==> src/rtl/tcc_pkg.sv <==
package tcc_pkg;

    typedef enum logic [1:0] {
        ACT_NONE = 2'b00,
        ACT_CLR  = 2'b01,
        ACT_SET  = 2'b10,
        ACT_TGL  = 2'b11
    } act_e;

    typedef enum logic [2:0] {
        SRC_NONE,
        SRC_RISE,
        SRC_FALL,
        SRC_BOTH,
        SRC_CHAIN
    } cap_src_e;

    typedef struct packed {
        logic     is_cap;
        logic     init_lvl;
        act_e     act;
        cap_src_e src;
    } cfg_t;

    function automatic cfg_t decode_code(input logic [3:0] code, input logic chain_ok);
        cfg_t c;
        c.is_cap   = code[3];
        c.init_lvl = code[2];
        c.act      = code[3] ? ACT_NONE : act_e'(code[1:0]);
        if (!code[3])
            c.src = SRC_NONE;
        else if (chain_ok && code[2])
            c.src = SRC_CHAIN;
        else if (code[1])
            c.src = SRC_BOTH;
        else if (code[0])
            c.src = SRC_FALL;
        else
            c.src = SRC_RISE;
        return c;
    endfunction

endpackage

==> src/rtl/tcc_edge_sync.sv <==
module tcc_edge_sync #(
    parameter int SYNC_STAGES = 2
) (
    input  logic clk,
    input  logic rst,
    input  logic pin_in,
    output logic rise,
    output logic fall
);
    localparam int LAST = SYNC_STAGES;

    logic [LAST:0] sh;

    always_ff @(posedge clk) begin
        if (rst)
            sh <= '0;
        else
            sh <= {sh[LAST-1:0], pin_in};
    end

    assign rise = sh[LAST-1] & ~sh[LAST];
    assign fall = ~sh[LAST-1] & sh[LAST];

endmodule

==> src/rtl/tcc_gen_reg.sv <==
module tcc_gen_reg #(
    parameter int W = 16
) (
    input  logic         clk,
    input  logic         rst,
    input  logic [W-1:0] cnt,
    input  logic         wr_en,
    input  logic [W-1:0] wr_data,
    input  logic         cmp_en,
    input  logic         cap_evt,
    input  logic [1:0]   flag_clr,
    output logic         match_evt,
    output logic [W-1:0] reg_q,
    output logic         match_flag,
    output logic         cap_flag
);
    assign match_evt = cmp_en && (cnt == reg_q);

    always_ff @(posedge clk) begin
        if (rst) begin
            reg_q      <= '0;
            match_flag <= 1'b0;
            cap_flag   <= 1'b0;
        end else begin
            if (cap_evt)
                reg_q <= cnt;
            else if (wr_en)
                reg_q <= wr_data;

            if (match_evt)
                match_flag <= 1'b1;
            else if (flag_clr[0])
                match_flag <= 1'b0;

            if (cap_evt)
                cap_flag <= 1'b1;
            else if (flag_clr[1])
                cap_flag <= 1'b0;
        end
    end


    match_sets_flag_chk: assert property (@(posedge clk) disable iff (rst)
        match_evt |=> match_flag);


    cap_stores_cnt_chk: assert property (@(posedge clk) disable iff (rst)
        cap_evt |=> (cap_flag && reg_q == $past(cnt)));

endmodule

==> src/rtl/tcc_pin_out.sv <==
module tcc_pin_out
    import tcc_pkg::*;
(
    input  logic clk,
    input  logic rst,
    input  logic ctl_wr,
    input  cfg_t nxt_cfg,
    input  cfg_t cur_cfg,
    input  logic match_evt,
    output logic pin_q,
    output logic oe_q
);
    logic nxt_active;
    assign nxt_active = !nxt_cfg.is_cap && (nxt_cfg.act != ACT_NONE);

    always_ff @(posedge clk) begin
        if (rst) begin
            pin_q <= 1'b0;
            oe_q  <= 1'b0;
        end else if (ctl_wr) begin
            oe_q <= nxt_active;
            if (nxt_active)
                pin_q <= nxt_cfg.init_lvl;
        end else if (match_evt) begin
            case (cur_cfg.act)
                ACT_CLR: pin_q <= 1'b0;
                ACT_SET: pin_q <= 1'b1;
                ACT_TGL: pin_q <= ~pin_q;
                default: pin_q <= pin_q;
            endcase
        end
    end


    init_level_chk: assert property (@(posedge clk) disable iff (rst)
        (ctl_wr && nxt_active) |=> (oe_q && pin_q == $past(nxt_cfg.init_lvl)));


    match_set_chk: assert property (@(posedge clk) disable iff (rst)
        (!ctl_wr && match_evt && cur_cfg.act == ACT_SET) |=> pin_q);


    match_clr_chk: assert property (@(posedge clk) disable iff (rst)
        (!ctl_wr && match_evt && cur_cfg.act == ACT_CLR) |=> !pin_q);


    match_tgl_chk: assert property (@(posedge clk) disable iff (rst)
        (!ctl_wr && match_evt && cur_cfg.act == ACT_TGL) |=> (pin_q != $past(pin_q)));


    hold_off_chk: assert property (@(posedge clk) disable iff (rst)
        (!ctl_wr && !oe_q) |=> ($stable(pin_q) && !oe_q));

endmodule

==> src/rtl/tcc_pin_ctrl.sv <==
module tcc_pin_ctrl
    import tcc_pkg::*;
#(
    parameter int CNT_W       = 16,
    parameter bit CASCADE     = 1'b1,
    parameter int SYNC_STAGES = 2
) (
    input  logic             clk,
    input  logic             rst,
    input  logic [CNT_W-1:0] cnt,
    input  logic             wr_en,
    input  logic [CNT_W-1:0] wr_data,
    input  logic             ctl_wr,
    input  logic [3:0]       ctl_code,
    input  logic [1:0]       flag_clr,
    input  logic             pin_in,
    input  logic             companion_evt,
    output logic             pin_out,
    output logic             pin_oe,
    output logic [CNT_W-1:0] reg_out,
    output logic             match_flag,
    output logic             cap_flag
);
    logic [3:0] ctl_q;
    cfg_t       cur_cfg;
    cfg_t       nxt_cfg;
    logic       rise;
    logic       fall;
    logic       cap_evt;
    logic       match_evt;

    always_ff @(posedge clk) begin
        if (rst)
            ctl_q <= 4'b0000;
        else if (ctl_wr)
            ctl_q <= ctl_code;
    end

    assign cur_cfg = decode_code(ctl_q, CASCADE);
    assign nxt_cfg = decode_code(ctl_code, CASCADE);

    always_comb begin
        case (cur_cfg.src)
            SRC_RISE:  cap_evt = rise;
            SRC_FALL:  cap_evt = fall;
            SRC_BOTH:  cap_evt = rise | fall;
            SRC_CHAIN: cap_evt = companion_evt;
            default:   cap_evt = 1'b0;
        endcase
    end

    tcc_edge_sync #(.SYNC_STAGES(SYNC_STAGES)) u_sync (
        .clk    (clk),
        .rst    (rst),
        .pin_in (pin_in),
        .rise   (rise),
        .fall   (fall)
    );

    tcc_gen_reg #(.W(CNT_W)) u_reg (
        .clk        (clk),
        .rst        (rst),
        .cnt        (cnt),
        .wr_en      (wr_en),
        .wr_data    (wr_data),
        .cmp_en     (!cur_cfg.is_cap),
        .cap_evt    (cap_evt),
        .flag_clr   (flag_clr),
        .match_evt  (match_evt),
        .reg_q      (reg_out),
        .match_flag (match_flag),
        .cap_flag   (cap_flag)
    );

    tcc_pin_out u_out (
        .clk       (clk),
        .rst       (rst),
        .ctl_wr    (ctl_wr),
        .nxt_cfg   (nxt_cfg),
        .cur_cfg   (cur_cfg),
        .match_evt (match_evt),
        .pin_q     (pin_out),
        .oe_q      (pin_oe)
    );


    cap_mode_oe_chk: assert property (@(posedge clk) disable iff (rst)
        ctl_q[3] |-> (!pin_oe && !match_evt));

endmodule

==> config.mk <==
export PLATFORM = sky130hd
export DESIGN_NAME = tcc_pin_ctrl
export DESIGN_NICKNAME = d
export VERILOG_FILES = /design/src/rtl/tcc_pkg.sv /design/src/rtl/tcc_edge_sync.sv /design/src/rtl/tcc_gen_reg.sv /design/src/rtl/tcc_pin_out.sv /design/src/rtl/tcc_pin_ctrl.sv
export SDC_FILE = /design/constraint.sdc
export NUM_CORES = 1
export LEC_CHECK = 0
export BUFFER_PORTS_ARGS = -buffer_cell sky130_fd_sc_hd__buf_2
export CORE_MARGIN = 2
export CORE_UTILIZATION = 43
export CTS_CLUSTER_SIZE = 24
export DETAILED_ROUTE_END_ITERATION = 16
export PLACE_DENSITY = 0.8
export REMOVE_ABC_BUFFERS = 1
export SLEW_MARGIN = 20
export SYNTH_ARGS = -nofsm -noshare
export SYNTH_HDL_FRONTEND = slang
export SYNTH_HIERARCHICAL = 1
export SYNTH_SLANG_ARGS = --single-unit
==> constraint.sdc <==
create_clock -name clk -period 1.62 [get_ports clk]
set_input_delay 0.162 -clock clk [delete_from_list [all_inputs] [get_ports clk]]
set_output_delay 0.162 -clock clk [all_outputs]
set_load 0.01 [all_outputs]
After elaboration in Yosys (flattened, before gate mapping)
Cells that the tools add are included.

Bits in registers: 27. Bits of input ports: 44. Output and inout bits: 20. Word-level logic and storage cells: 50.

Eq/ne operators: 9. Mux-type cells: 17. Bitwise operators: 6. Reductions and logical operators: 11.

Operators by type and width (number): 16-bit 2-to-1 mux (2); 16-bit == test (1); 2-bit nonzero test (5); 2-bit 2-to-1 mux (4); 1-bit 2-to-1 mux (7); 3-bit by 2-bit == test with 1-bit output, second input constant (2); 3-bit 2-to-1 mux (2); 2-bit == test, second input constant (2); 1-bit case mux with 4 select lines (1); 4-bit nonzero test (1); 3-bit by 1-bit == test with 1-bit output, second input constant (1); 3-bit == test, second input constant (1); 1-bit NOT (3); 1-bit case mux with 3 select lines (1); 3-bit AND reduction (1); 1-bit bitwise AND (2); 2-bit by 1-bit == test with 1-bit output, second input constant (1); 1-bit logical AND (2); 1-bit logical NOT (2); 2-bit by 1-bit inequality test with 1-bit output, second input constant (1); 1-bit bitwise OR (1).

Longest topological paths before layout
Gate-level depths: netlist (run 1).

Depth after elaboration: 7. Gate-level depth with buffers: 8. Depth with buffers taken out: 7.

By module
The synthesis (run 1) kept the hierarchy.

Modules (own cells, without submodules): tcc_gen_reg (instances 1, cells an instance 124, area an instance 1023.5 µm², sequential area each 360.3 µm²); tcc_pin_ctrl (instances 1, cells an instance 35, area an instance 261.5 µm², sequential area each 80.1 µm²); tcc_pin_out (instances 1, cells an instance 19, area an instance 166.4 µm², sequential area each 40.0 µm²); tcc_edge_sync (instances 1, cells an instance 8, area an instance 91.3 µm², sequential area each 60.1 µm²).

Least setup slack after synthesis (run 1)
Ideal clock, no wire load.

Kind: register to register. Start point: reg u_sync.sh[1]. End point: reg u_reg.reg_q[11]. Library setup time: 0.128 ns. Arrival time: 1.559 ns. Required time: 1.492 ns. Path slack: -0.067 ns. Cell stages (with the launch flop): 9. Buffers on the path: 2. Period minus slack after synthesis: 1.687 ns. Cells stage by stage: dfxtp_1 > nor2b_1 > nor3_1 > a2111oi_2 > clkbuf_1 > clkbuf_1 > nor2_1 > a21oi_1 > nor2_1.

Elaborated cells between the ends (all ways): 7. Those cells by class: mux (2); bitwise (4); reduce/logical (1).

RTL lines: from (decl) (RTL line tcc_edge_sync.sv:12) `logic [LAST:0] sh;`; from (signal assigned) (RTL line tcc_edge_sync.sv:18) `sh <= {sh[LAST-1:0], pin_in};`; 1-bit bitwise AND (*) (RTL line tcc_edge_sync.sv:21) `assign rise = sh[LAST-1] & ~sh[LAST];`; via rise (RTL line tcc_pin_ctrl.sv:27) `logic rise;`; 1-bit bitwise OR (RTL line tcc_pin_ctrl.sv:46) `SRC_BOTH: cap_evt = rise | fall;`; 1-bit case mux with 4 select lines (*) (RTL line tcc_pin_ctrl.sv:43) `case (cur_cfg.src)`; via cap_evt (RTL line tcc_pin_ctrl.sv:29) `logic cap_evt;`; 16-bit 2-to-1 mux or 2-bit nonzero test (tied branches); to (signal assigned) (RTL line tcc_gen_reg.sv:26) `reg_q <= cnt;`; to (signal assigned) (RTL line tcc_gen_reg.sv:28) `reg_q <= wr_data;`; to (decl) (RTL line tcc_gen_reg.sv:13) `output logic [W-1:0] reg_q,`.

Mark *: on every way through the listed nets, which the timed path passes. The rest lies on a longest branch. A chain may end at the register's enable or synchronous reset.

Final worst setup path (run 1)
Start point: reg u_reg.reg_q[5]. End point: reg u_out.pin_q.

Word-level cells in the longest chain between the ends: 4.

Ends and longest elaborated chain: 16-bit == test (RTL line tcc_gen_reg.sv:17) `assign match_evt = cmp_en && (cnt == reg_q);`; 1-bit logical AND (RTL line tcc_gen_reg.sv:17); via match_evt (RTL line tcc_pin_ctrl.sv:30) `logic match_evt;`; 2-bit nonzero test (no line); 3-bit AND reduction (no line); to (signal assigned) (RTL line tcc_pin_out.sv:23) `pin_q <= nxt_cfg.init_lvl;`; to (signal assigned) (RTL line tcc_pin_out.sv:28) `ACT_TGL: pin_q <= ~pin_q;`; to (signal assigned) (RTL line tcc_pin_out.sv:29) `default: pin_q <= pin_q;`; to (decl) (RTL line tcc_pin_out.sv:10) `output logic pin_q,`.

The timed path passes the listed nets, and every way through them passes these cells.

==> results of run 1 <==
==> repair_timing <==
action	in CTS	in global routing
endpoints found under the hold margin	0	0
endpoints found under the setup margin	1	17
hold buffers	0	0
cloned	0	4
resized for setup	1	37
setup buffers	0	2
pin swaps	1	14
==> state kept, by name (all words and copies together), names as in the netlist <==
| name | flops |
|---|---|
| ctl_q | 4 |
| u_sync/sh | 3 |
| u_reg/cap_flag | 1 |
| u_out/pin_q | 1 |
| u_reg/reg_q | 16 |
| u_reg/match_flag | 1 |
| u_out/oe_q | 1 |
==> layout by cell type, fill, tap and decap left out, types with 2 or more instances in the layout <==
master	count
mux2i_1	21
nor2b_4	2
buf_12	2
a21oi_2	13
dfxtp_2	3
buf_2	63
nand2_1	4
clkbuf_16	3
nor4_2	2
nand2b_1	2
clkbuf_4	3
inv_1	6
xnor2_1	8
ha_1	2
nor2_2	5
nor2b_1	7
dfxtp_1	23
nor2_1	35
xor2_1	7
nand3_1	2
a21oi_1	5
buf_4	9
nor2_4	2
==> worst paths after layout <==
check	start	end	slack, ns
worst max register to register	u_reg/reg_q[5]	u_out/pin_q	-0.21
worst min-delay path	pin_in	u_sync/sh[0]	0.04
worst min register to register	u_sync/sh[0]	u_sync/sh[1]	0.45
worst max-delay path	u_reg/reg_q[5]	u_out/pin_q	-0.21
==> power groups by stage <==
stage / combinational (uW) / clock [uW] / sequential [uW]
finish: 406 / 299 / 733
CTS: 351 / 314 / 731
detailed placement: 348 / 0 / 746
global placement: 342 / 0 / 743
floorplan: 164 / 0 / 757
global route: 443 / 342 / 739
==> final cells by class <==
cell class | instances | area [um2]
clock inverters | 1 | 5.00
clock buffers | 3 | 22.5
repair buffers | 79 | 524
flip-flops and latches | 27 | 548
fillers | 304 | 1130
well taps | 46 | 57.6
multi-input cells | 133 | 1030
inverters | 7 | 26.3
==> per-stage QoR <==
step / setup TNS [ns] / instance area [um2] / util, % / hold slack (ns) / setup slack [ns]
final: -0.763 / 2210 / 66.2 / 0.0424 / -0.208
after floorplan: -16.68 / 1450 / - / 0.224 / -0.992
after detailed placement: -0.0588 / 1930 / 57.7 / 0.378 / -0.0588
after global placement: -0.0273 / 1930 / 57.7 / 0.368 / -0.0273
after CTS: 0 / 1960 / 58.7 / 0.0275 / 0.00399
after global routing: -2.35 / 2210 / 66.2 / 0.0396 / -0.334
==> routing by layer <==
layer  GRT usage (%)  part of all wire [%]  up-vias
li1                -                     -      738
met1            20.1                    40      716
met2            33.8                    52       50
met3            5.05                   6.2        8
met4            3.89                   1.5        0
met5               0                     0        -
==> critical path: stages, from the launching register on <==
cell      delay [ns]
dfxtp_1         0.35
xor2_1          0.18
nor4_1          0.36
nand2_1         0.16
nor4_2          0.25
nand2b_2        0.13
o32ai_4         0.14
mux2i_1         0.21
==> key figures, run 1 <==
Run status
  – Status: finished with violations
  – Failing checks: setup timing

Global routing
  – Gr usage total: 18.1%
  – Initial antenna violation count: 0
  – Grt total ovfl: 0
  – First-pass GRT wire length: 5770 um
  – Largest net degree at the start of global routing: 34
  – Number of global-route vias before repair: 1394

Pwr
  – Int Power: 995 uW
  – Total power draw: 1440 uW
  – Worst VDD drop: 585 uV
  – Clock power frac: 20.8%
  – Leak: 0.00104 uW
  – Net Sw Frac: 30.8%
  – Comb power frac: 28.2%
  – Net Sw Power: 443 uW
  – Sequential share of power: 51.0%
  – PwrDens: 651 nW/um2

Clock tree
  – Clock Pin Slew Worst Setup and Hold Paths: 0.16 ns
  – CTS Buf Count: 3
  – Clock root buffer: clkbuf_4
  – # H-tree levels: 1
  – CTS tree: done
  – Clock buffer depth: 2
  – CTS sink count: 27
  – Clock Latency Late Sink: 0.34 ns

Detailed routing
  – Iter 0 DRT Violations: 71
  – Post-Route WL: 4280 um
  – Final ANT Viol Nets: 0
  – Residual DRC: 0
  – Via count: 1512
  – Wire per inst: 14.5 um
  – Vias/cell: 5.11
  – Drt pass-1 iters: 4

STA
  – Fin crit share: 113%
  – Final Max Slew Viols: 0
  – Min cycle time layout: 1.83 ns
  – Hold Vio Cnt, Final: 0
  – Peak Freq: 547 MHz
  – Clk_skew: 0.0201 ns
  – Worst slew pin tran: 0.490 ns
  – Relative slew slack: 67.4%
  – Setup ws final: -0.208 ns
  – Final setup viols: 15
  – RSZ-0062 raised after global routing: yes

Cells and area
  – Final Instance Count excl. Fillers: 296
  – Antenna diode count: 0
  – Final nets: 297
  – P&R area growth vs syn: 48.0%
  – Share of cells above drive strength 1: 48.8%

Die
  – # IOs: 64
  – Row count: 21
  – Initial Utilization: 44.7%
  – Core area: 3340 um2
  – Die width: 62.9 um
  – Die Span Y: 62.9 um
  – DIE AREA: 3960 um2

Yosys
  – Gate Count Post-Synth: 176
  – Synth Cell Area: 1490 um2
  – YS warnings: 6
  – Mapped Avg Cell Area: 8.48 um2

Critical path
  – Critical Path End Type: flip-flop
  – Crit Path Class: reg2reg
  – WP data required: 1.90 ns
  – Worst r2r path cells: 7
  – Startpoint types: flip-flop
  – Max FO, Critical Path: 2
  – Critical path data arrival time: 2.11 ns

Placed design
  – HPWL after DPL: 2660 um
  – Port bufs: 63
  – Dpl cells: 286
  – Gpl congestion: 0.746

Min path
  – Hold Path Stages: 2
  – Min-delay worst type: in2reg

Run
  – Max cap viols: 0
(Power assumes the default switching activity.)
==> run 2: changes to the inputs <==
--- a/config.mk
+++ b/config.mk
@@ -12,6 +12,7 @@
 export DETAILED_ROUTE_END_ITERATION = 16
 export PLACE_DENSITY = 0.8
 export REMOVE_ABC_BUFFERS = 1
+export SKIP_LAST_GASP = 1
 export SLEW_MARGIN = 20
 export SYNTH_ARGS = -nofsm -noshare
 export SYNTH_HDL_FRONTEND = slang
==> run 2 against run 1 <==
  * The flow still finishes with violations (setup timing)
  * Global-route usage unchanged
  * Clock skew up 0.00093 ns
  * Die area unchanged
  * Critical path type unchanged
==> key figures, run 2 (synthesis gave the netlist of run 1 again) <==
Detailed routing
  – Wire per inst: 14.4 um (about the same)
  – Iter 0 DRT Violations: 59 (-17%)
  – Drt pass-1 iters: 4 (unchanged)
  – Post-Route WL: 4280 um (about the same)
  – Residual DRC: 0 (unchanged)
  – Final ANT Viol Nets: 0 (unchanged)
  – Via count: 1508 (-0.26%)
  – Vias/cell: 5.09 (-0.26%)

Die
  – Die Span Y: 62.9 um (unchanged)
  – Row count: 21 (unchanged)
  – # IOs: 64 (unchanged)
  – Die width: 62.9 um (unchanged)
  – DIE AREA: 3960 um2 (unchanged)
  – Initial Utilization: 44.7% (unchanged)
  – Core area: 3340 um2 (unchanged)

STA
  – Worst slew pin tran: 0.488 ns (-0.00184 ns)
  – Setup ws final: -0.206 ns (+0.00246 ns)
  – Min cycle time layout: 1.83 ns (-0.00246 ns)
  – Clk_skew: 0.0210 ns (+0.000928 ns)
  – Final setup viols: 16 (+1)
  – RSZ-0062 raised after global routing: yes
  – Relative slew slack: 67.5% (+0.12 points)
  – Setup TNS: -0.740 ns (+0.0227 ns)
  – Hold Vio Cnt, Final: 0 (unchanged)
  – Peak Freq: 548 MHz (+0.13%)
  – Fin crit share: 113% (-0.15 points)
  – Final Max Slew Viols: 0 (unchanged)

Global routing
  – Gr usage total: 18.1% (unchanged)
  – First-pass GRT wire length: 5770 um (unchanged)
  – Grt total ovfl: 0 (unchanged)
  – Number of global-route vias before repair: 1394 (unchanged)
  – Initial antenna violation count: 0 (unchanged)
  – Largest net degree at the start of global routing: 34 (unchanged)

Clock tree
  – Clock root buffer: clkbuf_4
  – Clock Pin Slew Worst Setup and Hold Paths: 0.16 ns (about the same)
  – CTS tree: done
  – Clock buffer depth: 2 (unchanged)
  – Clock Latency Late Sink: 0.34 ns (about the same)
  – # H-tree levels: 1 (unchanged)
  – CTS sink count: 27 (unchanged)
  – CTS Buf Count: 3 (unchanged)

Critical path
  – Critical Path End Type: flip-flop
  – Max FO, Critical Path: 2 (unchanged)
  – Worst r2r path cells: 7 (unchanged)
  – Startpoint types: flip-flop
  – Critical path data arrival time: 2.11 ns (about the same)
  – WP data required: 1.90 ns (about the same)
  – Crit Path Class: reg2reg

Placed design
  – Port bufs: 63 (unchanged)
  – Gpl congestion: 0.746 (unchanged)
  – HPWL after DPL: 2660 um (unchanged)
  – DP Worst Slack: -0.0588 ns (unchanged)

Min path
  – Hold Path Stages: 2 (unchanged)
  – Min-delay worst type: in2reg

Run
  – Max cap viols: 0 (unchanged)

Cells and area
  – Antenna diode count: 0 (unchanged)
  – Max FFs per register: 16 (unchanged)
  – P&R area growth vs syn: 47.1%
  – Commonest non-fill, non-tap cell in the layout: buf_2
  – Share of cells above drive strength 1: 47.2% (-1.6 points)
  – Largest regs: u_reg/reg_q: 16 flops, ctl_q: 4 flops, u_sync/sh: 3 flops
  – Final nets: 297 (unchanged)
  – Reg with most FFs: u_reg/reg_q
  – Most frequent cells in the layout: 63 x buf_2, 36 x nor2_1, 23 x dfxtp_1, 21 x mux2i_1, 10 x a21oi_2
  – Fillcell total: 311 (+2.3%)

Run status
  – Failing checks: setup timing
  – Status: finished with violations

Pwr
  – PwrDens: 654 nW/um2 (+0.38%)
  – Worst VDD drop: 584 uV (-0.13%)
  – Leak: 0.00103 uW (-0.14%)
-- run 2: path summary, 6_finish.rpt --
check / slack [ns] / startpoint / to
setup / recovery: -0.21 / u_reg/reg_q[5] / u_out/pin_q
hold / removal: 0.05 / pin_in / u_sync/sh[0]
setup reg to reg: -0.21 / u_reg/reg_q[5] / u_out/pin_q
hold reg to reg: 0.45 / u_sync/sh[0] / u_sync/sh[1]
-- run 2: power breakdown --
group	leakage, uW	switching [uW]	total (uW)	internal [uW]
clock	0.0000177	207	300	92.7
combinational	0.000792	203	403	200
sequential	0.000224	31.3	733	702
total	0.00103	441	1440	994
-- run 2: per-stage QoR --
step           utilization (%)  cells  instance area, um2  total power (uW)  hold WS, ns
6_report                  65.8    296                2200              1440       0.0454
5_1_grt                   65.8    296                2200              1520       0.0396
4_1_cts                   58.7    290                1960              1400       0.0275
3_5_place_dp              57.7    286                1930              1090        0.378
3_3_place_gp              57.7    286                1930              1080        0.368
2_1_floorplan                -    167                1450               921        0.224
-- run 2: per-layer routing --
layer	up-vias	routed length [um]	track usage (%)
met4	0	65	3.89
met5	-	0	0
met3	8	244	5.05
li1	739	-	-
met1	711	1720	20.1
met2	50	2250	33.8
-- run 2: final cells by class --
class	count	area [um2]	share of cell area [%]
flip-flops and latches	27	548	25.0
clock buffers	3	22.5	1.03
repair buffers	79	524	23.9
clock inverters	1	5.00	0.228
inverters	7	26.3	1.20
multi-input cells	133	1010	46.1
well taps	46	57.6	2.62
-- run 2: worst max-delay path: stages (launching register included) --
cell and delay, ns:
dfxtp_1 0.35, xor2_1 0.18, nor4_1 0.36, nand2_1 0.16
nor4_2 0.25, nand2b_2 0.13, o32ai_4 0.14, mux2i_1 0.21
-- run 2: repair_timing --
action,4_1_cts,5_1_grt
buffers inserted,0,2
gates cloned,0,4
endpoints found under the setup margin,1,17
pin swaps,1,13
hold buffers,0,0
resized for setup,1,33
==> run 3: changes to the inputs <==
--- a/config.mk
+++ b/config.mk
@@ -8,8 +8,10 @@
 export BUFFER_PORTS_ARGS = -buffer_cell sky130_fd_sc_hd__buf_2
 export CORE_MARGIN = 2
 export CORE_UTILIZATION = 43
+export CTS_BUF_LIST = sky130_fd_sc_hd__clkbuf_16
 export CTS_CLUSTER_SIZE = 24
 export DETAILED_ROUTE_END_ITERATION = 16
+export GPL_ROUTABILITY_DRIVEN = 0
 export PLACE_DENSITY = 0.8
 export REMOVE_ABC_BUFFERS = 1
 export SKIP_LAST_GASP = 1
==> run 3 against run 2 <==
  * Die area stayed put
  * Register-to-register slack better by 0.15 ns
  * Clock power is 88% higher
  * Sequential share of layout area is 0.45 points lower
  * Final cell count stayed put
  * The flow still finishes with violations (setup timing)
  * First-iteration DRC count is 36% lower
  * Critical endpoint is now u_reg/reg_q[6]
  * Via count is 0.13% higher
  * Critical path depth is 1 higher
  * Sequential cell count stayed put
  * Non-clock buffer count stayed put
  * Count of clock-buffer cells in the layout stayed put
==> key figures, run 3 (synthesis gave the netlist of run 1 again) <==
Placed design
  – Dpl cell area: 1930 um2 (unchanged)
  – Port bufs: 63 (unchanged)
  – Dpl cells: 286 (unchanged)
  – HPWL after DPL: 2660 um (unchanged)
  – DP Worst Slack: -0.0588 ns (unchanged)

Detailed routing
  – Iter 0 DRT Violations: 38 (-36%)
  – Vias/cell: 5.10 (+0.13%)
  – Drt pass-1 iters: 4 (unchanged)
  – Wire per inst: 13.9 um (-3.8%)
  – Residual DRC: 0 (unchanged)
  – Via count: 1510 (+0.13%)
  – Final ANT Viol Nets: 0 (unchanged)
  – Post-Route WL: 4110 um (-3.8%)

Clock tree
  – CTS sink count: 27 (unchanged)
  – Clock buffer depth: 2 (unchanged)
  – CTS Buf Count: 3 (unchanged)
  – Clock Pin Slew Worst Setup and Hold Paths: 0.06 ns (-0.10 ns)
  – CTS tree: done
  – Post-CTS Hold Buffers: 0 (unchanged)
  – Clock Latency Late Sink: 0.26 ns (-0.08 ns)
  – Clock root buffer: clkbuf_16
  – # H-tree levels: 1 (unchanged)

STA
  – Fin crit share: 104% (-9.1 points)
  – Hold Vio Cnt, Final: 0 (unchanged)
  – Clk_skew: 0.00473 ns (-0.0163 ns)
  – Final setup viols: 14 (-2)
  – Min cycle time layout: 1.68 ns (-0.147 ns)
  – RSZ-0062 raised after global routing: yes
  – Setup ws final: -0.0585 ns (+0.147 ns)
  – Worst slew pin tran: 0.475 ns (-0.0132 ns)
  – Final Max Slew Viols: 0 (unchanged)
  – Peak Freq: 596 MHz (+8.8%)
  – Relative slew slack: 68.4% (+0.88 points)

Cells and area
  – Commonest non-fill, non-tap cell in the layout: buf_2
  – Final Instance Count excl. Fillers: 296 (unchanged)
  – Finished Cell Area: 2240 um2 (+1.8%)
  – Antenna diode count: 0 (unchanged)
  – Max FFs per register: 16 (unchanged)
  – P&R area growth vs syn: 49.8%
  – Final nets: 297 (unchanged)
  – Layout Utilization: 67.0% (+1.2 points)
  – Share of cells above drive strength 1: 45.6% (-1.6 points)
  – Reg with most FFs: u_reg/reg_q
  – Most frequent cells in the layout: 63 x buf_2, 38 x nor2_1, 23 x dfxtp_1, 21 x mux2i_1, 10 x a21oi_1
  – Largest regs: u_reg/reg_q: 16 flops, ctl_q: 4 flops, u_sync/sh: 3 flops

Global routing
  – Gr usage total: 18.6% (+0.49 points)
  – Initial antenna violation count: 0 (unchanged)
  – Global Route met3 Usage: 4.86% (-0.18 points)
  – GRT met1 Usage: 20.3% (+0.22 points)
  – Busiest grt layer: met2
  – Number of global-route vias before repair: 1410 (+1.1%)
  – Grt total ovfl: 0 (unchanged)
  – Met2 Resource Use GR: 34.0% (+0.27 points)
  – Largest net degree at the start of global routing: 34 (unchanged)
  – First-pass GRT wire length: 5840 um (+1.3%)

Die
  – Die Span Y: 62.9 um (unchanged)
  – DIE AREA: 3960 um2 (unchanged)
  – Initial Utilization: 44.7% (unchanged)
  – Die width: 62.9 um (unchanged)
  – # IOs: 64 (unchanged)
  – Row count: 21 (unchanged)
  – Core area: 3340 um2 (unchanged)

Pwr
  – PwrDens: 758 nW/um2 (+16%)
  – Net Sw Frac: 27.3% (-3.4 points)
  – Net Sw Power: 463 uW (+5.0%)
  – Int Power: 1230 uW (+24%)
  – Clock power frac: 33.3% (+12 points)
  – Worst VDD drop: 750 uV (+28%)
  – Leak: 0.00106 uW (+2.9%)
  – Comb power frac: 23.5% (-4.5 points)
  – Sequential share of power: 43.2% (-7.9 points)

Run status
  – Status: finished with violations
  – Failing checks: setup timing

Run
  – Max cap viols: 0 (unchanged)

Critical path
  – Critical path data arrival time: 1.83 ns (-0.28 ns)
  – Critical Path End Type: flip-flop
  – Startpoint types: flip-flop
  – WP data required: 1.77 ns (-0.13 ns)
  – Max FO, Critical Path: 8 (+6)
  – Crit Path Class: reg2reg

Min path
  – Min-delay worst type: in2reg
run 3: cell type report:
type	instances	area, um2
clock buffers	3	75.1
clock inverters	1	5.00
fillers	306	1100
inverters	7	26.3
multi-input cells	133	1010
flip-flops and latches	27	548
well taps	46	57.6
repair buffers	79	515
run 3: what timing repair did:
action | in CTS | in global routing
cloned | 0 | 4
resized for setup | 1 | 31
buffers inserted | 0 | 2
pin swaps | 1 | 9
setup endpoints to repair | 1 | 17
run 3: final timing paths:
path,startpoint,end,slack [ns],depth (start not counted)
setup reg to reg,u_sync/sh[1],u_reg/reg_q[6],-0.06,8
hold / removal,pin_in,u_sync/sh[0],0.11,2
hold reg to reg,u_sync/sh[0],u_sync/sh[1],0.44,1
setup / recovery,u_sync/sh[1],u_reg/reg_q[6],-0.06,8
run 3: metrics by stage:
step,total power [uW],TNS (ns),hold WS [ns]
after floorplan,921,-16.68,0.224
after detailed placement,1090,-0.0588,0.378
after global routing,1780,-1.88,0.137
final,1700,-0.344,0.112
after global placement,1080,-0.0273,0.368
after CTS,1670,0,0.105
run 3: power by group through the flow:
stage | logic, uW | clock network, uW | registers [uW]
3_3_place_gp | 342 | 0 | 743
4_1_cts | 353 | 583 | 731
3_5_place_dp | 348 | 0 | 746
6_report | 398 | 565 | 733
2_1_floorplan | 164 | 0 | 757
5_1_grt | 434 | 608 | 738
run 3: per-layer routing:
metal  share of wire, %  vias up  routed length (um)
met2                 50       54                2070
li1                   -      738                   -
met1                 41      708                1710
met4                1.9        0                  79
met3                6.1       10                 252
met5                  0        -                   0
run 3: worst max-delay path, stage by stage, from the launching register on:
cell	delay [ns]
dfxtp_4	0.36
nor2b_4	0.17
mux2i_2	0.10
a2111oi_4	0.35
buf_6	0.18
clkbuf_16	0.16
nor2_1	0.05
a21oi_1	0.13
nor2_1	0.05
